==> src/rtl/rq_pkg.sv <==
package rq_pkg;
    localparam int INSTR_W  = 26;
    localparam int OP_LO    = 17;
    localparam int OP_W     = 4;
    localparam int OP_HI    = OP_LO + OP_W - 1;
    localparam logic [OP_W-1:0] HEAD_OP = 4'b1110;
    localparam logic [OP_W-1:0] TAIL_OP = 4'b1111;

    typedef enum logic {
        MODE_LOAD = 1'b0,
        MODE_LOOP = 1'b1
    } rq_mode_e;

    typedef enum logic [1:0] {
        K_OTHER = 2'd0,
        K_HEAD  = 2'd1,
        K_TAIL  = 2'd2
    } rq_kind_e;

    function automatic rq_kind_e classify(input logic [OP_W-1:0] op);
        if (op == HEAD_OP)      return K_HEAD;
        else if (op == TAIL_OP) return K_TAIL;
        else                    return K_OTHER;
    endfunction
endpackage

==> src/rtl/rq_classify.sv <==
module rq_classify
    import rq_pkg::*;
(
    input  logic [OP_W-1:0] op,
    output rq_kind_e        kind
);
    always_comb kind = classify(op);
endmodule

==> src/rtl/rq_mode_fsm.sv <==
module rq_mode_fsm
    import rq_pkg::*;
(
    input  logic     clk,
    input  logic     rst,
    input  logic     pair_fire,
    input  logic     abort_exec,
    output rq_mode_e mode
);
    rq_mode_e mode_nx;

    always_comb begin
        mode_nx = mode;
        unique case (mode)
            MODE_LOAD: if (pair_fire)  mode_nx = MODE_LOOP;
            MODE_LOOP: if (abort_exec) mode_nx = MODE_LOAD;
            default:                   mode_nx = MODE_LOAD;
        endcase
    end

    always_ff @(posedge clk) begin
        if (rst) mode <= MODE_LOAD;
        else     mode <= mode_nx;
    end

    // abort in looping mode ends the loop on the next cycle
    p_abort_exit_r7: assert property (@(posedge clk) disable iff (rst)
        (mode == MODE_LOOP && abort_exec) |=> (mode == MODE_LOAD));

    // a completed pairing enters looping mode
    p_pair_enter_r5: assert property (@(posedge clk) disable iff (rst)
        pair_fire |=> (mode == MODE_LOOP));

    // abort while loading never flips the mode
    p_abort_idle_r8: assert property (@(posedge clk) disable iff (rst)
        (mode == MODE_LOAD && abort_exec) |=> (mode == MODE_LOAD));
endmodule

==> src/rtl/rq_steer.sv <==
module rq_steer
    import rq_pkg::*;
#(
    parameter int W = INSTR_W
) (
    input  logic         clk,
    input  logic         rst,
    input  rq_mode_e     mode,
    input  logic         ld_valid,
    input  rq_kind_e     ld_kind,
    input  logic [W-1:0] ld_data,
    input  logic         rc_valid,
    input  rq_kind_e     rc_kind,
    input  logic [W-1:0] rc_data,
    input  logic         out_ready,
    input  logic         abort_exec,
    output logic         ld_ready,
    output logic         rc_ready,
    output logic         out_valid,
    output logic [W-1:0] out_data,
    output logic         pair_fire
);
    logic tail_wait, head_wait;

    always_comb begin
        tail_wait = ld_valid && (ld_kind == K_TAIL);
        head_wait = rc_valid && (rc_kind == K_HEAD);
        pair_fire = 1'b0;
        ld_ready  = 1'b0;
        rc_ready  = 1'b0;
        out_valid = 1'b0;
        out_data  = ld_data;
        if (mode == MODE_LOOP) begin
            out_valid = rc_valid;
            out_data  = rc_data;
            rc_ready  = out_ready;
        end else begin
            pair_fire = tail_wait && head_wait && !abort_exec;
            if (pair_fire) begin
                ld_ready = 1'b1;
                rc_ready = 1'b1;
            end else begin
                if (ld_valid && ld_kind != K_TAIL) begin
                    out_valid = 1'b1;
                    ld_ready  = out_ready;
                end
                if (rc_valid && rc_kind != K_HEAD)
                    rc_ready = 1'b1;
            end
        end
    end

    // loading stream shut while looping
    p_ld_shut_r6: assert property (@(posedge clk) disable iff (rst)
        (mode == MODE_LOOP) |-> !ld_ready);

    // a lone tail stays stalled
    p_tail_held_r4: assert property (@(posedge clk) disable iff (rst)
        (mode == MODE_LOAD && tail_wait && !head_wait) |-> !ld_ready);

    // output only when some input is offering a word
    p_out_source_r9: assert property (@(posedge clk) disable iff (rst)
        out_valid |-> (ld_valid || rc_valid));

    // a pairing never produces an output word
    p_pair_silent_r5: assert property (@(posedge clk) disable iff (rst)
        pair_fire |-> !out_valid);
endmodule

==> src/rtl/loop_requeue.sv <==
module loop_requeue
    import rq_pkg::*;
(
    input  logic               clk,
    input  logic               rst,
    input  logic               ld_valid,
    output logic               ld_ready,
    input  logic [INSTR_W-1:0] ld_data,
    input  logic               rc_valid,
    output logic               rc_ready,
    input  logic [INSTR_W-1:0] rc_data,
    output logic               out_valid,
    input  logic               out_ready,
    output logic [INSTR_W-1:0] out_data,
    input  logic               abort_exec
);
    localparam int NSRC = 2;

    logic [OP_W-1:0] src_op   [NSRC];
    rq_kind_e        src_kind [NSRC];
    rq_mode_e        mode;
    logic            pair_fire;

    assign src_op[0] = ld_data[OP_HI:OP_LO];
    assign src_op[1] = rc_data[OP_HI:OP_LO];

    for (genvar i = 0; i < NSRC; i++) begin : g_cls
        rq_classify u_cls (.op(src_op[i]), .kind(src_kind[i]));
    end

    rq_mode_fsm u_fsm (
        .clk(clk), .rst(rst), .pair_fire(pair_fire),
        .abort_exec(abort_exec), .mode(mode)
    );

    rq_steer #(.W(INSTR_W)) u_steer (
        .clk(clk), .rst(rst), .mode(mode),
        .ld_valid(ld_valid), .ld_kind(src_kind[0]), .ld_data(ld_data),
        .rc_valid(rc_valid), .rc_kind(src_kind[1]), .rc_data(rc_data),
        .out_ready(out_ready), .abort_exec(abort_exec),
        .ld_ready(ld_ready), .rc_ready(rc_ready),
        .out_valid(out_valid), .out_data(out_data), .pair_fire(pair_fire)
    );
endmodule

==> config.mk <==
export PLATFORM = sky130hd
export DESIGN_NAME = loop_requeue
export DESIGN_NICKNAME = d
export VERILOG_FILES = /design/src/rtl/rq_pkg.sv /design/src/rtl/rq_classify.sv /design/src/rtl/rq_mode_fsm.sv /design/src/rtl/rq_steer.sv /design/src/rtl/loop_requeue.sv
export SDC_FILE = /design/constraint.sdc
export NUM_CORES = 1
export LEC_CHECK = 0
export BUFFER_PORTS_ARGS = -buffer_cell sky130_fd_sc_hd__buf_2
export CORE_MARGIN = 2
export CORE_UTILIZATION = 26
export DETAILED_ROUTE_END_ITERATION = 8
export PLACE_DENSITY = 0.87
export SKIP_CTS_REPAIR_TIMING = 1
export SLEW_MARGIN = 20
export SYNTH_ARGS = -nofsm -noshare
export SYNTH_HDL_FRONTEND = slang
export SYNTH_SLANG_ARGS = --single-unit
==> constraint.sdc <==
create_clock -name clk -period 2.05 [get_ports clk]
set_clock_uncertainty 0.1 [all_clocks]
set_input_delay 0 -clock clk [delete_from_list [all_inputs] [get_ports clk]]
set_output_delay 0 -clock clk [all_outputs]
set_load 0.05 [all_outputs]
# --- Yosys cells after proc, flatten, opt, wreduce, memory -nomap -nowiden ---
# Cells that the tools add are included.
classes:
  n_eq_ne: 8
  bitwise_logic: 1
  reduce_logical: 7
  n_mux: 18
ops:
  columns: ["cell", "n"]
  rows:
  - ["$mux W26", 1]
  - ["$eq A4 B4 Y1 const B", 4]
  - ["$mux W1", 12]
  - ["$mux W2", 4]
  - ["$logic_and A1 B1 Y1", 6]
  - ["$eq A2 B1 Y1 const B", 1]
  - ["$eq A2 B2 Y1 const B", 1]
  - ["$ne A2 B1 Y1 const B", 1]
  - ["$ne A2 B2 Y1 const B", 1]
  - ["$pmux W1 S2", 1]
  - ["$logic_not A1 Y1", 1]
  - ["$not A1 Y1", 1]
word_totals:
  input_bits: 58
  register_bits: 1

# --- Longest topological paths before layout ---
# Gate-level depths: netlist of run 1.
logic_depth:
  word_depth: 10
  mapped_depth: 4
  mapped_depth_nobuf: 3

# --- Hierarchy ---
# From an unflattened synthesis of run 1, not the netlist that was laid out.
hier_totals:
  hier_cells: 49
  hier_area_um2: 501.7
by_module_without_submodules:
  columns: ["module", "area_each_um2", "instances", "cells_per_inst"]
  rows:
  - ["rq_steer", 412.9, 1, 41]
  - ["rq_mode_fsm", 48.8, 1, 4]
  - ["rq_classify", 20.0, 2, 2]

# --- Least setup slack after synthesis of run 1 ---
# No wires, ideal clock.
synth_timing:
  path_type: "reg-to-output"
  start: "reg u_fsm.mode"
  end: "out rc_ready"
  stages_incl_launch_ff: 4
  t_arrival_ps: 1398
  slack_ps: 552
  path_cell_list: "dfxtp_1 > buf_2 > a21oi_1 > a22oi_1"
synth_between:
  elab_chain_cells: 1
synth_rtl:
  columns: ["element", "line", "source"]
  rows:
  - ["start: declaration", "rq_mode_fsm.sv:8", "output rq_mode_e mode"]
  - ["start signal: assignment", "rq_mode_fsm.sv:23", "else mode <= mode_nx;"]
  - ["$mux W1", "rq_steer.sv:33", "if (mode == MODE_LOOP) begin"]
  - ["end: declaration", "loop_requeue.sv:10", "output logic rc_ready,"]
# Every way passes these cells.

# --- Worst setup path in the final report of run 1 ---
layout_timing:
  start: "in ld_data[19]"
  end: "out ld_ready"
layout_between:
  elab_chain_cells: 9
layout_rtl:
  columns: ["element", "line", "source"]
  rows:
  - ["start: declaration", "loop_requeue.sv:8", "input logic [INSTR_W-1:0] ld_data,"]
  - ["$eq A4 B4 Y1", "rq_pkg.sv:22", "else if (op == TAIL_OP) return K_TAIL;"]
  - ["$mux W2", "rq_pkg.sv:22", null]
  - ["$mux W2 *", "rq_pkg.sv:21", "if (op == HEAD_OP) return K_HEAD;"]
  - ["$eq A2 B2 Y1", "rq_steer.sv:26", "tail_wait = ld_valid && (ld_kind == K_TAIL);"]
  - ["$logic_and A1 B1 Y1", "rq_steer.sv:26", null]
  - ["$logic_and A1 B1 Y1 (2 in series)", "rq_steer.sv:38", "pair_fire = tail_wait && head_wait && !abort_exec;"]
  - ["$mux W1 *", "rq_steer.sv:39", "if (pair_fire) begin"]
  - ["$mux W1 *", "rq_steer.sv:33", null]
  - ["end: declaration", "loop_requeue.sv:7", "output logic ld_ready,"]
# Mark *: on every way between the ends. The rest lies on a longest branch, timed or not.

==> results of run 1 <==
-- per-layer routing --
layer | vias to the layer above | part of all wire, % | GRT usage (%) | wire length, um
met3 | 2 | 7.3 | 0.800 | 128
li1 | 339 | - | - | -
met1 | 297 | 34 | 17.7 | 594
met2 | 32 | 58 | 32.3 | 1020
met4 | 0 | 0.68 | 1.18 | 12
met5 | - | 0 | 0 | 0
-- metrics by stage --
stage | hold WS [ps] | std cells | setup WS, ps | util, % | instance area [um^2]
detailed placement | 77.1 | 145 | 804 | 57.8 | 891
global placement | 85.4 | 145 | 815 | 57.8 | 891
global route | 91.0 | 145 | 771 | 57.8 | 891
finish | 76.9 | 145 | 820 | 57.8 | 891
floorplan | -35.4 | 44 | 552 | - | 440
CTS | 80.6 | 145 | 802 | 57.8 | 891
-- cell type report --
| cell class | instances | area [um^2] |
|---|---|---|
| flip-flops and latches | 1 | 20.0 |
| well taps | 16 | 20.0 |
| inverters | 2 | 7.51 |
| fillers | 155 | 651 |
| repair buffers | 88 | 445 |
| multi-input cells | 38 | 398 |
-- Yosys cell counts (all sizes together) --
library cell / count / area share, %
a22oi: 1 / 1.7
o32ai: 1 / 3.7
mux2: 26 / 66
nand2: 3 / 2.6
buf: 3 / 3.4
nand4b: 1 / 5.4
inv: 2 / 1.7
nand3: 1 / 1.1
a21oi: 1 / 1.1
a211oi: 1 / 2.8
nand4: 1 / 1.4
dfxtp: 1 / 4.5
or3: 2 / 4.0
-- where the power goes --
part,switching (mW),internal (mW),leakage (nW)
registers,0.00000395,0.0199,0.00805
logic,0.149,0.0816,0.487
clock network,0,0,0
total,0.149,0.101,0.495
-- kinds of logic (layout without fill, tap and decap cells) --
| logic type | Yosys count | after routing | share of synthesized area (%) |
|---|---|---|---|
| buffers and inverters | 5 | 90 | 5.11 |
| AND/OR/NAND/NOR | 8 | 8 | 14.5 |
| flip-flops | 1 | 1 | 4.55 |
| multiplexers | 26 | 26 | 66.5 |
| AO/OA/AOI/OAI | 4 | 4 | 9.38 |
-- critical path, delay by kind of cell --
kind	cells	cell delay, ps
simple gates	2	550
compound gates	1	190
buf+inv	2	390
-- worst paths after layout --
path	from	end	slack (ps)	cells after the start
worst max-delay path	ld_data[19]	ld_ready	820	5
worst min-delay path	rst	u_fsm.mode	80	2
worst max register to register	u_fsm.mode	u_fsm.mode	1090	3
worst min register to register	u_fsm.mode	u_fsm.mode	590	3
==> out/results.tsv, run 1 <==
metric	value	unit
min_period_over_period	60.0	%
drtAntennaViolNets	0	
die_w	45.2	um
end_kind	output pin	
num_vias	670	
ir_drop	0.150	mV
crit_chain	buf_2 -> nand4_1 -> or3_4 -> o32ai_2 -> buf_2	
antenna_cells	0	
p_total	251	uW
io-pin-count	87	
ys_seq_area_share	4.55	%
required	1950	ps
drc	0	
port_buffers	86	
worstMarginPinSlew	254	ps
dp_hpwl	1600	um
final_cell_mix	buf_2 (86), mux2_2 (26), nand2_1 (3), inv_1 (2), buf_4 (2)	
cap_violations	0	
ys_ff_latch	1	
clkLatencyLatePin	0	ps
run_status	completed	
first_pass_iters	2	
max_stage_delay	420	ps
critPathArrivalTime	1130	ps
synth_area	440	um^2
grt_pass1_vias	633	
critPathLaunchType	input pin	
synth_warnings	0	
core_area	0.00154	mm^2
post_drt_wl_per_cell	12.1	um
gp_congestion	0.729	
reg.largest.list	u_fsm.mode: 1 flops	
grt_setup_unrepaired	no	
pwr_density_cell	282	mW/mm^2
clock.fmax	813	MHz
final-hold-violation-count	0	
finalSetupTns	0	ps
hold_class	input pin to register	
antenna_found_initial	0	
largest_register_ffs	1	
drive_gt1_share	91.5	%
path_max_fanout	3	
gr-usage-all-layers	15.6	%
final_common_cell	buf_2	
synthCells	44	
cp_slowest_cell	or3_4	
finalSetupViolCount	0	
std_cell_rows	14	
syn_area_per_cell	10.0	um^2
path_class	input pin to output pin	
via_per_inst	4.62	
start_util	28.6	%
die_h	45.2	um
grt_pass1_wl	2500	um
drt_iter0_drc	2	
nets	189	
drt_wl_total	1750	um
grt_start_max_net_pins	18	
slew_viol_final	0	
globalRoute.totalOverflow	0	
min_period	1230	ps
die_area	0.00204	mm^2
syn_to_final_growth	102	%
synth_nets	102	
clk_pin_slew	0	ps
leakagePower	0.495	nW
slew-limit-headroom	83.2	%
synth_cell_types	14	
cpMostUsedCell	buf_2	
top_register	u_fsm.mode	
Note: power is estimated with default switching activity, not from simulation.
==> inputs of run 2 (changes only) <==
- ABC_AREA: unset -> 1
- CORE_UTILIZATION: 26 -> 23
- PLACE_DENSITY: 0.87 -> 0.78
- clock period: 2.05 -> 1.1 ns (I/O delays scaled with it)
==> run 2 against run 1 <==
Net effect: register-to-register slack worse by 1000 ps; sequential share of layout area is 0.19 points lower; wire length is 6.8% higher; worst hold slack worse by 21 ps; total power is 96% higher; cell area is 16% higher; global-route usage is 1.9 points lower; combinational power is 97% higher; first-iteration DRC count grew to 3.5 times the previous value; critical endpoint is now out_data[17].
==> out/results.tsv, run 2 <==
metric	value	unit	change
ff_latch_area	21.3	um^2	+6.2%
max_stage_delay	350	ps	-70 ps
final-hold-violation-count	0		unchanged
yosys.area.top_type	nand2_1		
synth_common_cells	nand2_1 (86), inv_1 (9), buf_4 (3), nand3_1 (3)		
syn_to_final_growth	114	%	
async_flop_share	0	%	unchanged
largest_register_ffs	1		unchanged
first_pass_iters	4		+2
num_vias	946		+41%
cap_violations	0		unchanged
pwr_density_cell	475	mW/mm^2	+69%
globalRoute.totalOverflow	0		unchanged
synth_area	482	um^2	+9.4%
synthTopCellsByArea	nand2_1 (67%), inv_1 (7.0%), buf_4 (4.7%), dfxtp_1 (4.2%), nand3_1 (3.1%)		
gr-usage-all-layers	13.7	%	-1.9 points
p_sw_share	59.7	%	+0.20 points
gp_congestion	0.710		-2.6%
run_status	completed		
p_seq_share	7.5	%	-0.4 points
cp_slowest_cell	dfxtp_2		
finalSetupTns	0	ps	unchanged
drt_iter0_drc	7		+5
p_int	197	uW	+95%
required	1000	ps	-950 ps
core_area	0.00196	mm^2	+27%
stdcell_area	0.00103	mm^2	+16%
p_total	491	uW	+96%
min_period	1060	ps	
drtAntennaViolNets	0		unchanged
reg.largest.list	u_fsm.mode: 1 flops		
clock.fmax	944	MHz	
final_core_utilization	52.6	%	-5.2 points
dp_hpwl	1530	um	-3.9%
port_buffers	86		unchanged
pwr-share-clk	0	%	unchanged
placed_cell_area	966	um^2	+8.4%
nets	260		+38%
drive_gt1_share	49.0	%	-42 points
synth_nets	171		+68%
path_class	register to output pin		
clk_pin_slew	0	ps	unchanged
post_drt_wl_per_cell	8.25	um	-32%
std_cell_rows	16		+2
multi_input_area	395	um^2	-0.63%
final_cell_mix	nand2_1 (86), buf_2 (63), clkbuf_4 (16), buf_4 (12), inv_1 (8)		
min_period_over_period	96.3	%	
syn_area_per_cell	4.26	um^2	-57%
combPwrFrac	92.5	%	+0.4 points
leakagePower	0.701	nW	+42%
grt_start_max_net_pins	14		-4
die_area	0.00248	mm^2	+21%
synthCells	113		+160%
io-pin-count	87		unchanged
ys_ff_latch	1		unchanged
die_w	49.8	um	+10%
path_max_fanout	12		+9
grt_pass1_vias	784		+24%
drt_wl_total	1870	um	+6.8%
slew-limit-headroom	83.2	%	about the same
top_register	u_fsm.mode		
synth_warnings	0		unchanged
start_util	24.6	%	-4.0 points
synth_edf_count	0		unchanged
final_common_cell	nand2_1		
yosysMostFrequentCell	nand2_1		
synth_cell_types	12		-2
synthFlopType	dfxtp_1		
grt_pass1_wl	2950	um	+18%
critPathLaunchType	register		
antenna_cells	0		unchanged
synth_top_area_share	67.0	%	+0.54 points
hold_class	input pin to register		
drc	0		unchanged
end_kind	output pin		
place_ws	-74.0	ps	-878 ps
clkLatencyLatePin	0	ps	unchanged
crit_chain	inv_2 -> buf_4 -> o21ai_1 -> buf_6		
ir_drop	0.279	mV	+87%
ys_seq_area_share	4.16	%	-0.39 points
slew_viol_final	0		unchanged
antenna_found_initial	0		unchanged
layout_setup_ws	40.8	ps	-779 ps
fillers	212		+37%
worstMarginPinSlew	253	ps	-0.446 ps
die_h	49.8	um	+10%
power_switching	293	uW	+96%
via_per_inst	4.17		-9.8%
finalSetupViolCount	0		unchanged
critPathArrivalTime	960	ps	-170 ps
[run 2: cell count changes after synthesis, moves of 3 or more]
cell / before / now
nand2_1: 3 / 86
mux2_2: 26 / 0
inv_1: 2 / 9
buf_4: 0 / 3
[run 2: cell type report]
| type | count | share of cell area, % |
|---|---|---|
| Tap cell | 27 | 3.27 |
| Multi-Input combinational cell | 97 | 38.3 |
| Timing Repair Buffer | 93 | 53.1 |
| Sequential cell | 1 | 2.06 |
| Inverter | 9 | 3.27 |
[run 2: logic make-up (layout without fill, tap and decap cells)]
logic type,Yosys count,count (layout),share of synthesized area (%)
simple gates,92,92,73.8
compound gates,5,5,5.97
buf+inv,15,102,16.1
flops,1,1,4.16
[run 2: worst paths after layout]
kind / startpoint / end / slack, ps / cells after the start
max: u_fsm.mode / out_data[17] / 40 / 4
min: rst / u_fsm.mode / 60 / 2
max reg2reg: u_fsm.mode / u_fsm.mode / 80 / 4
min reg2reg: u_fsm.mode / u_fsm.mode / 530 / 3
[run 2: worst max-delay path: cells and delay by family (launching register included)]
kind / cells / cell delay, ps
buffers and inverters: 3 / 430
DFF: 1 / 350
AOI/OAI and AO/OA: 1 / 180
[run 2: metal layers]
metal  global-route usage [%]  share of wire [%]  vias to the layer above
met1                     15.1                 40                      387
met4                    0.463                  0                        0
met2                     27.1                 47                       51
li1                         -                  -                      508
met5                        0                  0                        -
met3                     3.64                 13                        0
[run 2: through the flow]
step | hold WS [ps] | std cells
2_1_floorplan | -37.6 | 113
3_3_place_gp | 59.7 | 227
3_5_place_dp | 64.0 | 227
4_1_cts | 66.4 | 227
5_1_grt | 60.0 | 227
6_report | 55.9 | 227
[run 2: power by group through the flow]
stage	registers [mW]	clock network, mW	logic, mW
floorplan	0.0370	0	0.271
global placement	0.0370	0	0.425
detailed placement	0.0371	0	0.428
CTS	0.0371	0	0.429
global route	0.0370	0	0.483
finish	0.0370	0	0.454
==> inputs of run 3 (changes only) <==
==> constraint.sdc (replaced) <==
create_clock -name clk -period 1.1 [get_ports clk]
set_clock_uncertainty 0.1 [all_clocks]
set_input_delay 0.22 -clock clk [delete_from_list [all_inputs] [get_ports clk]]
set_output_delay 0.22 -clock clk [all_outputs]
set_load 0.05 [all_outputs]
==> run 3 against run 2 <==
Net effect: the run now fails in 5_1_grt; area after synthesis stayed put; synthesized cell count stayed put.
==> out/results.tsv, run 3 <==
metric	value	unit	change
die_w	49.8	um	unchanged
syn_area_per_cell	4.26	um^2	unchanged
synthCells	113		unchanged
haltStage	5_1_grt		
yosys.area.top_type	nand2_1		
place_ws	-378	ps	-304 ps
tool.error	[ERROR DPL-0033] detailed placement checks failed during check placement.		
gp_congestion	0.762		+7.4%
ys_seq_area_share	4.16	%	unchanged
synthFlopType	dfxtp_1		
synth_cell_types	12		unchanged
worst_endpoint	out_data[21]		
worst_endpoint_kind	output port		
grt_start_max_net_pins	16		
port_buffers	86		unchanged
io-pin-count	87		unchanged
dp_hpwl	2100	um	+37%
die_h	49.8	um	unchanged
synth_top_area_share	67.0	%	unchanged
placed_cell_area	0.00139	mm^2	+44%
std_cell_rows	16		unchanged
antenna_found_initial	0		
synth_common_cells	nand2_1 (86), inv_1 (9), buf_4 (3), nand3_1 (3)		
start_util	24.6	%	unchanged
synthTopCellsByArea	nand2_1 (67%), inv_1 (7.0%), buf_4 (4.7%), dfxtp_1 (4.2%), nand3_1 (3.1%)		
synth_edf_count	0		unchanged
synth_nets	171		unchanged
run_status	stopped before the end		
async_flop_share	0	%	unchanged
yosysMostFrequentCell	nand2_1		
synth_warnings	0		unchanged
ys_ff_latch	1		unchanged
synth_area	482	um^2	unchanged
dpl.cell_count	233		+2.6%
==> run 3: cell counts after synthesis <==
Identical to the previous run, type by type.
==> run 3: logic make-up after synthesis <==
family,after synthesis,synth area share (%)
flip-flops,1,4.16
buffers and inverters,15,16.1
AO/OA/AOI/OAI,5,5.97
AND/OR/NAND/NOR,92,73.8
==> run 3: per-stage QoR <==
step	hold slack, ps	util [%]
4_1_cts	280	71.0
3_3_place_gp	281	71.0
3_5_place_dp	278	71.0
2_1_floorplan	175	-
==> inputs of run 4 (changes only) <==
- CORE_AREA: unset -> 2 2 63 65
- CORE_MARGIN: 2 -> unset
- CORE_UTILIZATION: 23 -> unset
- DIE_AREA: unset -> 0 0 65 67
- PLACE_DENSITY: 0.78 -> unset
- PLACE_DENSITY_LB_ADDON: unset -> 0.15
- clock period: 1.1 -> 1.4 ns (I/O delays scaled with it)
==> run 4 against run 3 <==
Net effect: the flow now finishes without violations.
==> out/results.tsv, run 4 (same netlist as run 2, synthesis figures left out) <==
metric	value	unit	change
run_status	completed		
worstMarginPinSlew	254	ps	
path_max_fanout	3		
clk_pin_slew	0	ps	
min_period	1360	ps	
grt_setup_unrepaired	yes		
stdcell_area	0.00115	mm^2	
drive_gt1_share	58.0	%	
slew-limit-headroom	83.2	%	
dpl.cell_count	253		+8.6%
dp_hpwl	1880	um	-10%
final_core_utilization	32.0	%	
antenna_found_initial	0		
first_pass_iters	4		
final_common_cell	nand2_1		
top_register	u_fsm.mode		
die_w	65	um	+31%
drt_wl_total	2270	um	
r2r_start	u_fsm.mode		
nets	265		
end_kind	output pin		
required	1020	ps	
final-hold-violation-count	0		
min_period_over_period	96.9	%	
gp_congestion	0.693		-9.0%
reg.largest.list	u_fsm.mode: 1 flops		
num_vias	961		
final_cell_mix	nand2_1 (80), buf_2 (65), buf_4 (15), clkbuf_4 (12), buf_6 (6)		
port_buffers	86		unchanged
path_class	register to output pin		
cap_violations	0		
syn_to_final_growth	140	%	
post_drt_wl_per_cell	8.96	um	
rr_endpoint	u_fsm.mode		
hold_class	input pin to register		
drc	0		
p_total	411	uW	
std_cell_rows	22		+6
grt_start_max_net_pins	22		
antenna_cells	0		
clock.fmax	737	MHz	
die_area	0.00436	mm^2	
grt_pass1_wl	3440	um	
ir_drop	0.112	mV	
holdPathStages	2		
holdWs	333	ps	
r2r_cells	5		
hold_path_end	u_fsm.mode		
pwr_density_cell	356	mW/mm^2	
drt_iter0_drc	11		
gr-usage-all-layers	9.52	%	
grt_pass1_vias	835		
finalSetupViolCount	0		
critPathLaunchType	register		
critPathArrivalTime	980	ps	
start_util	13.4	%	-11 points
largest_register_ffs	1		
core_area	0.00361	mm^2	
rrSetupSlack	250	ps	
placed_cell_area	0.00103	mm^2	-26%
clkLatencyLatePin	0	ps	
fin_cells	253		
leakagePower	0.739	nW	
die_h	67	um	+35%
drtAntennaViolNets	0		
min_from	rst		
via_per_inst	3.80		
slew_viol_final	0		
globalRoute.totalOverflow	0		
io-pin-count	87		unchanged
==> run 4: how the worst max path moves through the flow <==
| stage | from | endpoint | slack, ps | depth (start not counted) |
|---|---|---|---|---|
| 2_1_floorplan | u_fsm.mode | out_data[17] | -230 | 3 |
| 3_3_place_gp | ld_data[18] | ld_ready | -120 | 7 |
| 3_5_place_dp | ld_data[19] | ld_ready | -120 | 7 |
| 4_1_cts | u_fsm.mode | ld_ready | -120 | 4 |
| 5_1_grt | abort_exec | rc_ready | -30 | 9 |
| 6_report | u_fsm.mode | ld_ready | 40 | 5 |
==> run 4: worst max-delay path: stages, from the launching register on <==
cell	delay (ps)
dfxtp_2	320
buf_4	140
nor3_2	190
nand2_2	100
o21ai_4	60
buf_6	170
==> run 4: per-stage QoR <==
step / setup TNS (ps) / worst slack [ps]
3_5_place_dp: -2260 / -119
6_report: 0 / 44.0
2_1_floorplan: -468 / -234
4_1_cts: -2450 / -118
3_3_place_gp: -2090 / -117
5_1_grt: -47.0 / -27.6
==> run 4: final cells by class <==
type	instances	area, um^2
fillers	426	2450
flip-flops and latches	1	21.3
inverters	9	38.8
repair buffers	98	596
well taps	48	60.1
multi-input cells	97	439
==> run 4: where the power goes <==
group	leakage, nW	switching (mW)	internal, mW	total, mW
logic	0.730	0.242	0.140	0.382
registers	0.00857	0.0000174	0.0291	0.0291
clock network	0	0	0	0
==> run 4: routing by layer <==
layer | track usage (%) | wire (um)
met1 | 11.1 | 872
met5 | 0 | 0
met4 | 0 | 0
met3 | 0.845 | 197
met2 | 19.6 | 1200
